===== src/rtl/pm_pkg.sv =====
package pm_pkg;

    typedef enum logic [1:0] {
        PM_HIGH    = 2'b00,
        PM_SLEEP   = 2'b01,
        PM_SUSPEND = 2'b10,
        PM_OFF     = 2'b11
    } pm_mode_e;

    localparam int NUM_EV     = 2;
    localparam int EV_RESUME  = 0;
    localparam int EV_SUSPEND = 1;

    localparam int IDX_MODE   = 0;
    localparam int IDX_STATUS = 1;
    localparam int IDX_EVENT  = 2;

    typedef struct packed {
        logic suspend;
        logic resume;
    } pm_events_t;

    function automatic logic is_low_power(input pm_mode_e m);
        return m != PM_HIGH;
    endfunction

endpackage


===== src/rtl/btn_edge.sv =====
module btn_edge #(
    parameter int STAGES = 2
) (
    input  logic clk,
    input  logic rst,
    input  logic btn_async,
    output logic rise
);
    logic [STAGES-1:0] sync_q;
    logic              prev_q;

    generate
        if (STAGES == 1) begin : g_one
            always_ff @(posedge clk) begin
                if (rst) sync_q <= '0;
                else     sync_q <= btn_async;
            end
        end else begin : g_many
            always_ff @(posedge clk) begin
                if (rst) sync_q <= '0;
                else     sync_q <= {sync_q[STAGES-2:0], btn_async};
            end
        end
    endgenerate

    always_ff @(posedge clk) begin
        if (rst) prev_q <= 1'b0;
        else     prev_q <= sync_q[STAGES-1];
    end

    assign rise = sync_q[STAGES-1] & ~prev_q;
endmodule


===== src/rtl/pm_mode_fsm.sv =====
module pm_mode_fsm
    import pm_pkg::*;
(
    input  logic       clk,
    input  logic       rst,
    input  logic       btn_rise,
    input  logic       refresh_stb,
    input  logic       mode_wr,
    input  logic [1:0] mode_wdata,
    output pm_mode_e   mode,
    output pm_events_t ev_set
);
    logic wake_pend;
    logic take_resume;

    assign take_resume    = is_low_power(mode) && !wake_pend;
    assign ev_set.resume  = btn_rise && take_resume;
    assign ev_set.suspend = btn_rise && !take_resume;

    always_ff @(posedge clk) begin
        if (rst) begin
            mode      <= PM_HIGH;
            wake_pend <= 1'b0;
        end else if (btn_rise) begin
            if (take_resume) begin
                wake_pend <= 1'b1;
            end else begin
                mode      <= PM_SUSPEND;
                wake_pend <= 1'b0;
            end
        end else if (wake_pend) begin
            if (refresh_stb) begin
                mode      <= PM_HIGH;
                wake_pend <= 1'b0;
            end
        end else if (mode_wr) begin
            mode <= pm_mode_e'(mode_wdata);
        end
    end
endmodule


===== src/rtl/smi_event_reg.sv =====
module smi_event_reg
    import pm_pkg::*;
(
    input  logic       clk,
    input  logic       rst,
    input  pm_events_t ev_set,
    input  pm_events_t ev_clr,
    input  logic       status_clr,
    input  logic       handler_done,
    output pm_events_t events,
    output logic       smi_req
);
    logic armed;

    always_ff @(posedge clk) begin
        if (rst) events <= '0;
        else     events <= (events & ~ev_clr) | ev_set;
    end

    always_ff @(posedge clk) begin
        if (rst) begin
            smi_req <= 1'b0;
            armed   <= 1'b1;
        end else begin
            if (status_clr)   smi_req <= 1'b0;
            if (handler_done) armed   <= 1'b1;
            if (armed && (|events) && !smi_req) begin
                smi_req <= 1'b1;
                armed   <= 1'b0;
            end
        end
    end
endmodule


===== src/rtl/susres_smi_ctrl.sv =====
module susres_smi_ctrl
    import pm_pkg::*;
#(
    parameter int IDX_W       = 4,
    parameter int DATA_W      = 8,
    parameter int SYNC_STAGES = 2
) (
    input  logic              clk,
    input  logic              rst,
    input  logic              btn_in,
    input  logic              refresh_stb,
    input  logic [IDX_W-1:0]  reg_idx,
    input  logic              reg_wr,
    input  logic [DATA_W-1:0] reg_wdata,
    output logic [DATA_W-1:0] reg_rdata,
    input  logic              handler_done,
    output logic              smi_req,
    output logic [1:0]        mode
);
    localparam logic [IDX_W-1:0] A_MODE   = IDX_W'(IDX_MODE);
    localparam logic [IDX_W-1:0] A_STATUS = IDX_W'(IDX_STATUS);
    localparam logic [IDX_W-1:0] A_EVENT  = IDX_W'(IDX_EVENT);

    logic       acc_edge;
    pm_mode_e   mode_q;
    pm_events_t ev_set, ev_clr, evt_bits;
    logic       wr_mode, wr_status, wr_event;
    logic       unused_wdata_hi;

    assign wr_mode   = reg_wr && (reg_idx == A_MODE);
    assign wr_status = reg_wr && (reg_idx == A_STATUS);
    assign wr_event  = reg_wr && (reg_idx == A_EVENT);
    assign ev_clr    = wr_event ? pm_events_t'(reg_wdata[NUM_EV-1:0]) : '0;
    assign unused_wdata_hi = ^reg_wdata[DATA_W-1:2];

    btn_edge #(.STAGES(SYNC_STAGES)) u_edge (
        .clk      (clk),
        .rst      (rst),
        .btn_async(btn_in),
        .rise     (acc_edge)
    );

    pm_mode_fsm u_fsm (
        .clk        (clk),
        .rst        (rst),
        .btn_rise   (acc_edge),
        .refresh_stb(refresh_stb),
        .mode_wr    (wr_mode),
        .mode_wdata (reg_wdata[1:0]),
        .mode       (mode_q),
        .ev_set     (ev_set)
    );

    smi_event_reg u_evt (
        .clk         (clk),
        .rst         (rst),
        .ev_set      (ev_set),
        .ev_clr      (ev_clr),
        .status_clr  (wr_status),
        .handler_done(handler_done),
        .events      (evt_bits),
        .smi_req     (smi_req)
    );

    assign mode = mode_q;

    always_comb begin
        reg_rdata = '0;
        if (reg_idx == A_MODE)        reg_rdata[1:0]        = mode_q;
        else if (reg_idx == A_STATUS) reg_rdata[0]          = smi_req;
        else if (reg_idx == A_EVENT)  reg_rdata[NUM_EV-1:0] = evt_bits;
    end
endmodule


===== config.mk =====
export PLATFORM = sky130hd
export DESIGN_NAME = susres_smi_ctrl
export DESIGN_NICKNAME = d
export VERILOG_FILES = /design/src/rtl/pm_pkg.sv /design/src/rtl/btn_edge.sv /design/src/rtl/pm_mode_fsm.sv /design/src/rtl/smi_event_reg.sv /design/src/rtl/susres_smi_ctrl.sv
export SDC_FILE = /design/constraint.sdc
export NUM_CORES = 1
export LEC_CHECK = 0
export ABC_AREA = 0
export CORE_MARGIN = 4
export CORE_UTILIZATION = 37
export CTS_CLUSTER_SIZE = 16
export DETAILED_ROUTE_END_ITERATION = 16
export PLACE_DENSITY_LB_ADDON = 0.25
export SYNTH_ARGS = -nofsm -noshare
export SYNTH_HDL_FRONTEND = slang
export SYNTH_SLANG_ARGS = --single-unit

===== constraint.sdc =====
create_clock -name clk -period 1.4 [get_ports clk]
set_input_delay 0.28 -clock clk [delete_from_list [all_inputs] [get_ports clk]]
set_output_delay 0.28 -clock clk [all_outputs]
set_load 0.01 [all_outputs]

==> flow_summary.json, run 1 <==
{
  "first_pass_grt_wire_length_um": 1930,
  "leakage_power_of_the_design_nw": 0.392,
  "overflow": 0,
  "ff2ff_path_depth": 4,
  "postSynthAreaPerCell_um2": 8.64,
  "place.detailed.hpwl_um": 959,
  "grt_max_degree": 7,
  "setup-violations-final": 0,
  "post-route-period-util_pct": 97.1,
  "cp-endpoint": "reg_rdata[0]",
  "ys.warnings.count": 0,
  "num-nets-final": 117,
  "finalCriticalPeriod_ns": 1.36,
  "die_h_um": 46.4,
  "regToRegEndpoint": "u_fsm.mode[0]$_SDFFE_PP0P_",
  "layoutNonFillerInstCount": 113,
  "seq_area_frac_synth_pct": 36.8,
  "post-synth-top-count-cell": "sky130_fd_sc_hd__dfxtp_1",
  "timing.max_cap.violations": 0,
  "achievable-frequency_ghz": 0.736,
  "timing.final.max_slew_violations": 0,
  "clk_root_buffer_cell": "sky130_fd_sc_hd__clkbuf_4",
  "path_class": "primary input to output pin",
  "post_synth_num_cell_types": 27,
  "ir_drop_mv": 0.683,
  "crit_arrival_ns": 1.08,
  "path_max_fanout": 4,
  "clk_pin_slew_ns": 0.06,
  "fp-row-count": 13,
  "grt_util_all_layers_pct": 12.9,
  "cts-root-to-sink-buffers": 2,
  "crit_path_start_kind": "primary input",
  "drt-vias-per-instance": 4.70,
  "cp_capture_type": "output pin",
  "synth_top_cells_by_area": "sky130_fd_sc_hd__dfxtp_1 (37%), sky130_fd_sc_hd__buf_4 (8.3%), sky130_fd_sc_hd__nor2_1 (4.8%), sky130_fd_sc_hd__and2b_2 (4.8%), sky130_fd_sc_hd__nand3_1 (4.6%)",
  "filler_cell_count": 125,
  "setup_tns_ns": 0,
  "post-route-drc-count": 0,
  "run_status": "finished clean",
  "critical_path_required_ns": 1.12,
  "wire_per_inst_um": 10.9,
  "hold_path.class": "flip-flop to flip-flop",
  "routabilityCongestion": 0.733,
  "clock-sinks": 10,
  "initial_utilization_pct": 40.3,
  "grt_antenna_before_repair": 0,
  "hold_viol": 0,
  "first_global_vias": 485,
  "cts_buf_count": 3,
  "cts-htree-levels": 1,
  "area_of_the_core_um2": 1350,
  "post_route_cells_drive_above_1_share_pct": 35.7,
  "grt_setup_unrepaired": "yes",
  "die_width_um": 46.4,
  "worstSetupStartpoint": "reg_idx[1]",
  "synth.ff_latch_count": 10,
  "p_per_area_nw_per_um2": 786,
  "floorplan.die_area_um2": 2150,
  "syn_to_final_growth_pct": 57.7,
  "synth-main-ff-cell": "sky130_fd_sc_hd__dfxtp_1",
  "drt_pre_antenna_iters": 2,
  "postSynthCellCount": 63,
  "final_critical_path_setup_slack_ns": 0.0411,
  "final_antenna_net_count": 0,
  "port-buffer-count": 16,
  "pre_cts_slack_ns": -0.603,
  "cts_tree": "built",
  "totalWireLength_um": 1230,
  "final.setup_skew_ns": 0.00340,
  "postCtsHoldBufs": 0,
  "r2r_setup_slack_ns": 0.26,
  "synth_enable_flop_cells": 0,
  "synth_async_sr_flop_share_pct": 0,
  "post_synth_most_frequent_cells": "sky130_fd_sc_hd__dfxtp_1 (10), sky130_fd_sc_hd__nor2_1 (7), sky130_fd_sc_hd__buf_4 (6)",
  "dp_cells": 108,
  "yosysTopAreaCellShare_pct": 36.8,
  "worst_skew_pair.late_latency_ns": 0.26,
  "worstReg2RegStart": "u_edge.sync_q[1]$_SDFF_PP0_",
  "route.vias.total": 531,
  "yosys.area.top_type": "sky130_fd_sc_hd__dfxtp_1",
  "io_pins": 29,
  "detailedRoute.firstIterationViolations": 5,
  "synthesis.area_um2": 544,
  "antennaDiodeCount": 0
}
-- where the power goes --
part           switching (W)  total (W)  internal, W
logic              0.0000513   0.000122    0.0000711
registers         0.00000473   0.000300     0.000295
clock network      0.0000945   0.000252     0.000158
total               0.000151   0.000674     0.000524
-- stage by stage --
step | utilization, % | total power [W] | area, um^2 | hold WS [ns]
5_1_grt | 63.6 | 0.000713 | 858 | 0.469
4_1_cts | 62.8 | 0.000686 | 848 | 0.454
6_report | 63.6 | 0.000674 | 858 | 0.448
2_1_floorplan | - | 0.000360 | 563 | 0.352
3_3_place_gp | 60.2 | 0.000427 | 813 | 0.431
3_5_place_dp | 60.2 | 0.000429 | 813 | 0.437
-- critical path, cell delays in order --
cell and delay [ns]:
sky130_fd_sc_hd__clkdlybuf4s15_2 0.24, sky130_fd_sc_hd__mux2i_1 0.19, sky130_fd_sc_hd__nor2_1 0.05, sky130_fd_sc_hd__o21a_1 0.18, sky130_fd_sc_hd__buf_2 0.13
-- worst min path at each step --
stage / start / to / slack [ns] / depth (start not counted)
2_1_floorplan: rst / u_evt.smi_req$_SDFFE_PP0P_ / 0.35 / 1
3_3_place_gp: u_edge.sync_q[0]$_SDFF_PP0_ / u_edge.sync_q[1]$_SDFF_PP0_ / 0.43 / 1
3_5_place_dp: u_edge.sync_q[0]$_SDFF_PP0_ / u_edge.sync_q[1]$_SDFF_PP0_ / 0.44 / 1
4_1_cts: u_edge.sync_q[0]$_SDFF_PP0_ / u_edge.sync_q[1]$_SDFF_PP0_ / 0.45 / 1
5_1_grt: u_edge.sync_q[0]$_SDFF_PP0_ / u_edge.sync_q[1]$_SDFF_PP0_ / 0.47 / 1
6_report: u_edge.sync_q[0]$_SDFF_PP0_ / u_edge.sync_q[1]$_SDFF_PP0_ / 0.45 / 1
-- placed cells by master (no fill, tap or decap), types with 2 or more instances in the layout --
master                            count
sky130_fd_sc_hd__clkbuf_4             3
sky130_fd_sc_hd__mux2i_1              2
sky130_fd_sc_hd__dlygate4sd2_1        6
sky130_fd_sc_hd__nor2_2               2
sky130_fd_sc_hd__inv_1                2
sky130_fd_sc_hd__nand2_1              4
sky130_fd_sc_hd__buf_4               17
sky130_fd_sc_hd__buf_2                2
sky130_fd_sc_hd__nor2b_1              2
sky130_fd_sc_hd__or3b_1               2
sky130_fd_sc_hd__and2b_2              4
sky130_fd_sc_hd__clkdlybuf4s50_1      7
sky130_fd_sc_hd__o211ai_1             2
sky130_fd_sc_hd__nand3_1              5
sky130_fd_sc_hd__o21ai_0              3
sky130_fd_sc_hd__dfxtp_2              2
sky130_fd_sc_hd__conb_1               6
sky130_fd_sc_hd__dfxtp_1              8
sky130_fd_sc_hd__nor2_1               5
-- cell type report --
| type | count | area [um^2] | share of cell area [%] |
|---|---|---|---|
| sequential | 10 | 203 | 23.6 |
| multi-input combinational | 49 | 322 | 37.5 |
| timing repair buffer | 33 | 272 | 31.6 |
| clock buffer | 4 | 36.3 | 4.23 |
| tap | 15 | 18.8 | 2.19 |
| inverter | 2 | 7.51 | 0.875 |
-- registers in the layout, summed over array words and instances (netlist names) --
register,flops
u_evt.events,2
u_evt.smi_req,1
u_edge.prev_q,1
u_fsm.wake_pend,1
u_edge.sync_q,2
u_fsm.mode,2
u_evt.armed,1
-- repair_timing --
action / in CTS / in global routing
gates resized for setup: 22 / 2
pin swaps: 3 / 3
setup endpoints to repair: 8 / 2
setup buffers: 0 / 1
-- routing by layer --
layer	wire length (um)	global-route usage (%)	part of all wire [%]	vias up
li1	-	-	-	279
met1	508	15.0	41	229
met2	588	21.7	48	19
met3	116	2.73	9.5	4
met4	12	6.82	0.98	0
met5	0	0	0	-
-- cells by family (layout without fill, tap and decap cells) --
kind of cell	count (synthesis)	count (layout)	synth area share (%)
other	1	6	0.689
DFF	10	10	36.8
buffers and inverters	9	39	10.3
AOI/OAI and AO/OA	12	12	17.2
and+or+nand+nor	29	29	31.3
muxes	2	2	3.68
Power figures use the tool's default switching activity.
==> run 2, diff against run 1 <==
- HOLD_SLACK_MARGIN: not set -> 0.08
- PLACE_DENSITY: not set -> 0.85
- PLACE_DENSITY_LB_ADDON: 0.25 -> not set
==> run 2 against run 1 <==
Net effect: core utilization decreased by 1.7 points; first-iteration DRC count is 40% lower; critical path type is now flip-flop to output pin; final cell count decreased by 2.7%; sequential power is essentially flat; fmax grew 2.8%; clock-buffer cell count did not move.
==> flow_summary.json, run 2 (synthesized netlist as in run 1, its figures left out) <==
{
  "run_status": "finished clean",
  "postLayoutCoreUtil_pct": 61.9,
  "routed.top_layer": "met3",
  "antennaDiodeCount": 0,
  "first_global_vias": 548,
  "ff2ff_path_depth": 4,
  "overflow": 0,
  "drt_pre_antenna_iters": 3,
  "wire_per_inst_um": 12.0,
  "routabilityCongestion": 0.774,
  "placement.cell_area_um2": 798,
  "ff_latch_area_um2": 200,
  "achievable-frequency_ghz": 0.757,
  "grt_util_all_layers_pct": 15.5,
  "cts_buf_count": 3,
  "num-nets-final": 114,
  "r2r_setup_slack_ns": 0.26,
  "place.detailed.hpwl_um": 1080,
  "cts_tree": "built",
  "clock-sinks": 10,
  "clk_root_buffer_cell": "sky130_fd_sc_hd__clkbuf_4",
  "area_of_the_core_um2": 1350,
  "final_cell_area_um2": 836,
  "die_h_um": 46.4,
  "wl_met3_um": 93,
  "drt-vias-per-instance": 4.93,
  "ir_drop_mv": 0.754,
  "path_max_fanout": 2,
  "clk_pin_slew_ns": 0.07,
  "net-switching-power_w": 0.000156,
  "hold_viol": 0,
  "timing.max_cap.violations": 0,
  "route.vias.total": 542,
  "grt_max_degree": 7,
  "highest_count_cells_in_the_layout_ignoring_fill_and_taps": "sky130_fd_sc_hd__buf_4 (14), sky130_fd_sc_hd__dfxtp_1 (10), sky130_fd_sc_hd__conb_1 (6), sky130_fd_sc_hd__dlygate4sd2_1 (6), sky130_fd_sc_hd__clkdlybuf4s50_1 (6)",
  "critical_path.slowest_cell": "sky130_fd_sc_hd__dfxtp_1",
  "power.share.sequential_pct": 44.5,
  "grt_antenna_before_repair": 0,
  "combinational_group_share_of_total_power_pct": 17.6,
  "crit_path_cell_trace": "mux2i_1 -> nor2_1 -> o21a_1 -> buf_2",
  "first_pass_grt_wire_length_um": 2330,
  "die_width_um": 46.4,
  "cp_capture_type": "output pin",
  "clock_power_share_pct": 37.9,
  "filler_cell_count": 128,
  "hold-path-endpoint": "u_edge.sync_q[1]$_SDFF_PP0_",
  "worst_hold_startpoint": "rst",
  "timing.final.max_slew_violations": 0,
  "worstReg2RegStart": "u_edge.sync_q[1]$_SDFF_PP0_",
  "cts-root-to-sink-buffers": 2,
  "port-buffer-count": 16,
  "worst_skew_pair.late_latency_ns": 0.26,
  "critical_path_required_ns": 1.12,
  "syn_to_final_growth_pct": 53.6,
  "floorplan.die_area_um2": 2150,
  "totalWireLength_um": 1320,
  "sw_frac_of_total_pct": 23.1,
  "fp-row-count": 13,
  "post-route-period-util_pct": 94.4,
  "final.setup_skew_ns": 0.00174,
  "met2RoutedLength_um": 692,
  "cts-htree-levels": 1,
  "leakage_power_of_the_design_nw": 0.385,
  "multi_input_comb_area_um2": 328,
  "cts_post_setup_buffers_inserted": 0,
  "wl_met1_um": 529,
  "final_common_cell": "sky130_fd_sc_hd__buf_4",
  "postCtsHoldBufs": 0,
  "biggestRegsByFlops": "u_edge.sync_q (2), u_evt.events (2), u_fsm.mode (2)",
  "path_class": "flip-flop to output pin",
  "post_route_cells_drive_above_1_share_pct": 32.6,
  "internal_cell_power_w": 0.000518,
  "finalCriticalPeriod_ns": 1.32,
  "hold_path.class": "primary input to flip-flop",
  "post-route-drc-count": 0,
  "io_pins": 29,
  "initial_utilization_pct": 40.3,
  "holdPathStages": 2,
  "final_antenna_net_count": 0,
  "crit_arrival_ns": 1.04,
  "detailedRoute.firstIterationViolations": 3,
  "maximum_cell_stage_delay_along_the_critical_path_ns": 0.31,
  "grt_setup_unrepaired": "no",
  "regToRegEndpoint": "u_fsm.mode[0]$_SDFFE_PP0P_",
  "p_per_area_nw_per_um2": 806,
  "crit_path_start_kind": "flip-flop",
  "setup-violations-final": 0
}
[run 2: power by group through the flow]
stage / Sequential, W / Combinational, W / Clock [W]
global placement: 0.000306 / 0.000116 / 0
floorplan: 0.000308 / 0.0000521 / 0
CTS: 0.000300 / 0.000118 / 0.000262
global route: 0.000301 / 0.000131 / 0.000278
detailed placement: 0.000306 / 0.000120 / 0
finish: 0.000300 / 0.000118 / 0.000256
[run 2: how the worst max path moves through the flow]
stage / startpoint / end / slack [ns] / cells after the start
2_1_floorplan: reg_idx[1] / reg_rdata[1] / 0.18 / 3
4_1_cts: rst / u_fsm.mode[0]$_SDFFE_PP0P_ / 0.04 / 5
6_report: u_evt.events[0]$_SDFF_PP0_ / reg_rdata[0] / 0.08 / 4
3_5_place_dp: reg_idx[1] / reg_rdata[0] / -0.61 / 5
3_3_place_gp: reg_idx[1] / reg_rdata[0] / -0.58 / 5
5_1_grt: u_evt.smi_req$_SDFFE_PP0P_ / reg_rdata[0] / 0.01 / 4
[run 2: routing by layer]
| layer | up-vias | track usage [%] |
|---|---|---|
| met5 | - | 0 |
| met4 | 0 | 3.41 |
| met3 | 0 | 5.86 |
| met2 | 17 | 26.9 |
| met1 | 248 | 17.7 |
| li1 | 277 | - |
[run 2: what timing repair did]
action,in CTS,in global routing
endpoints found under the setup margin,9,2
pin swaps,2,0
gates resized for setup,23,2
endpoints found under the hold margin,0,0
[run 2: final cells by class]
cell class | instances | share of cell area (%)
Tap cell | 15 | 2.25
Sequential cell | 10 | 24.0
Multi-Input combinational cell | 49 | 39.2
Inverter | 2 | 0.898
Timing Repair Buffer | 30 | 29.3
Clock buffer | 4 | 4.34
[run 2: through the flow]
step                      setup WS, ns  instances  power (W)  TNS [ns]  hold slack, ns
after floorplan                  0.184         68   0.000360         0           0.352
after global placement          -0.577        106   0.000421     -2.50           0.430
after detailed placement        -0.609        106   0.000426     -2.87           0.436
after CTS                       0.0412        110   0.000680         0           0.452
after global routing            0.0113        110   0.000710         0           0.449
final                           0.0784        110   0.000674         0           0.431
[run 2: worst max-delay path: cells and delay by family (launching register included)]
family	cells	cell delay (ns)
simple gates	1	0.05
buf+inv	1	0.13
mux	1	0.13
flops	1	0.31
compound gates	1	0.16
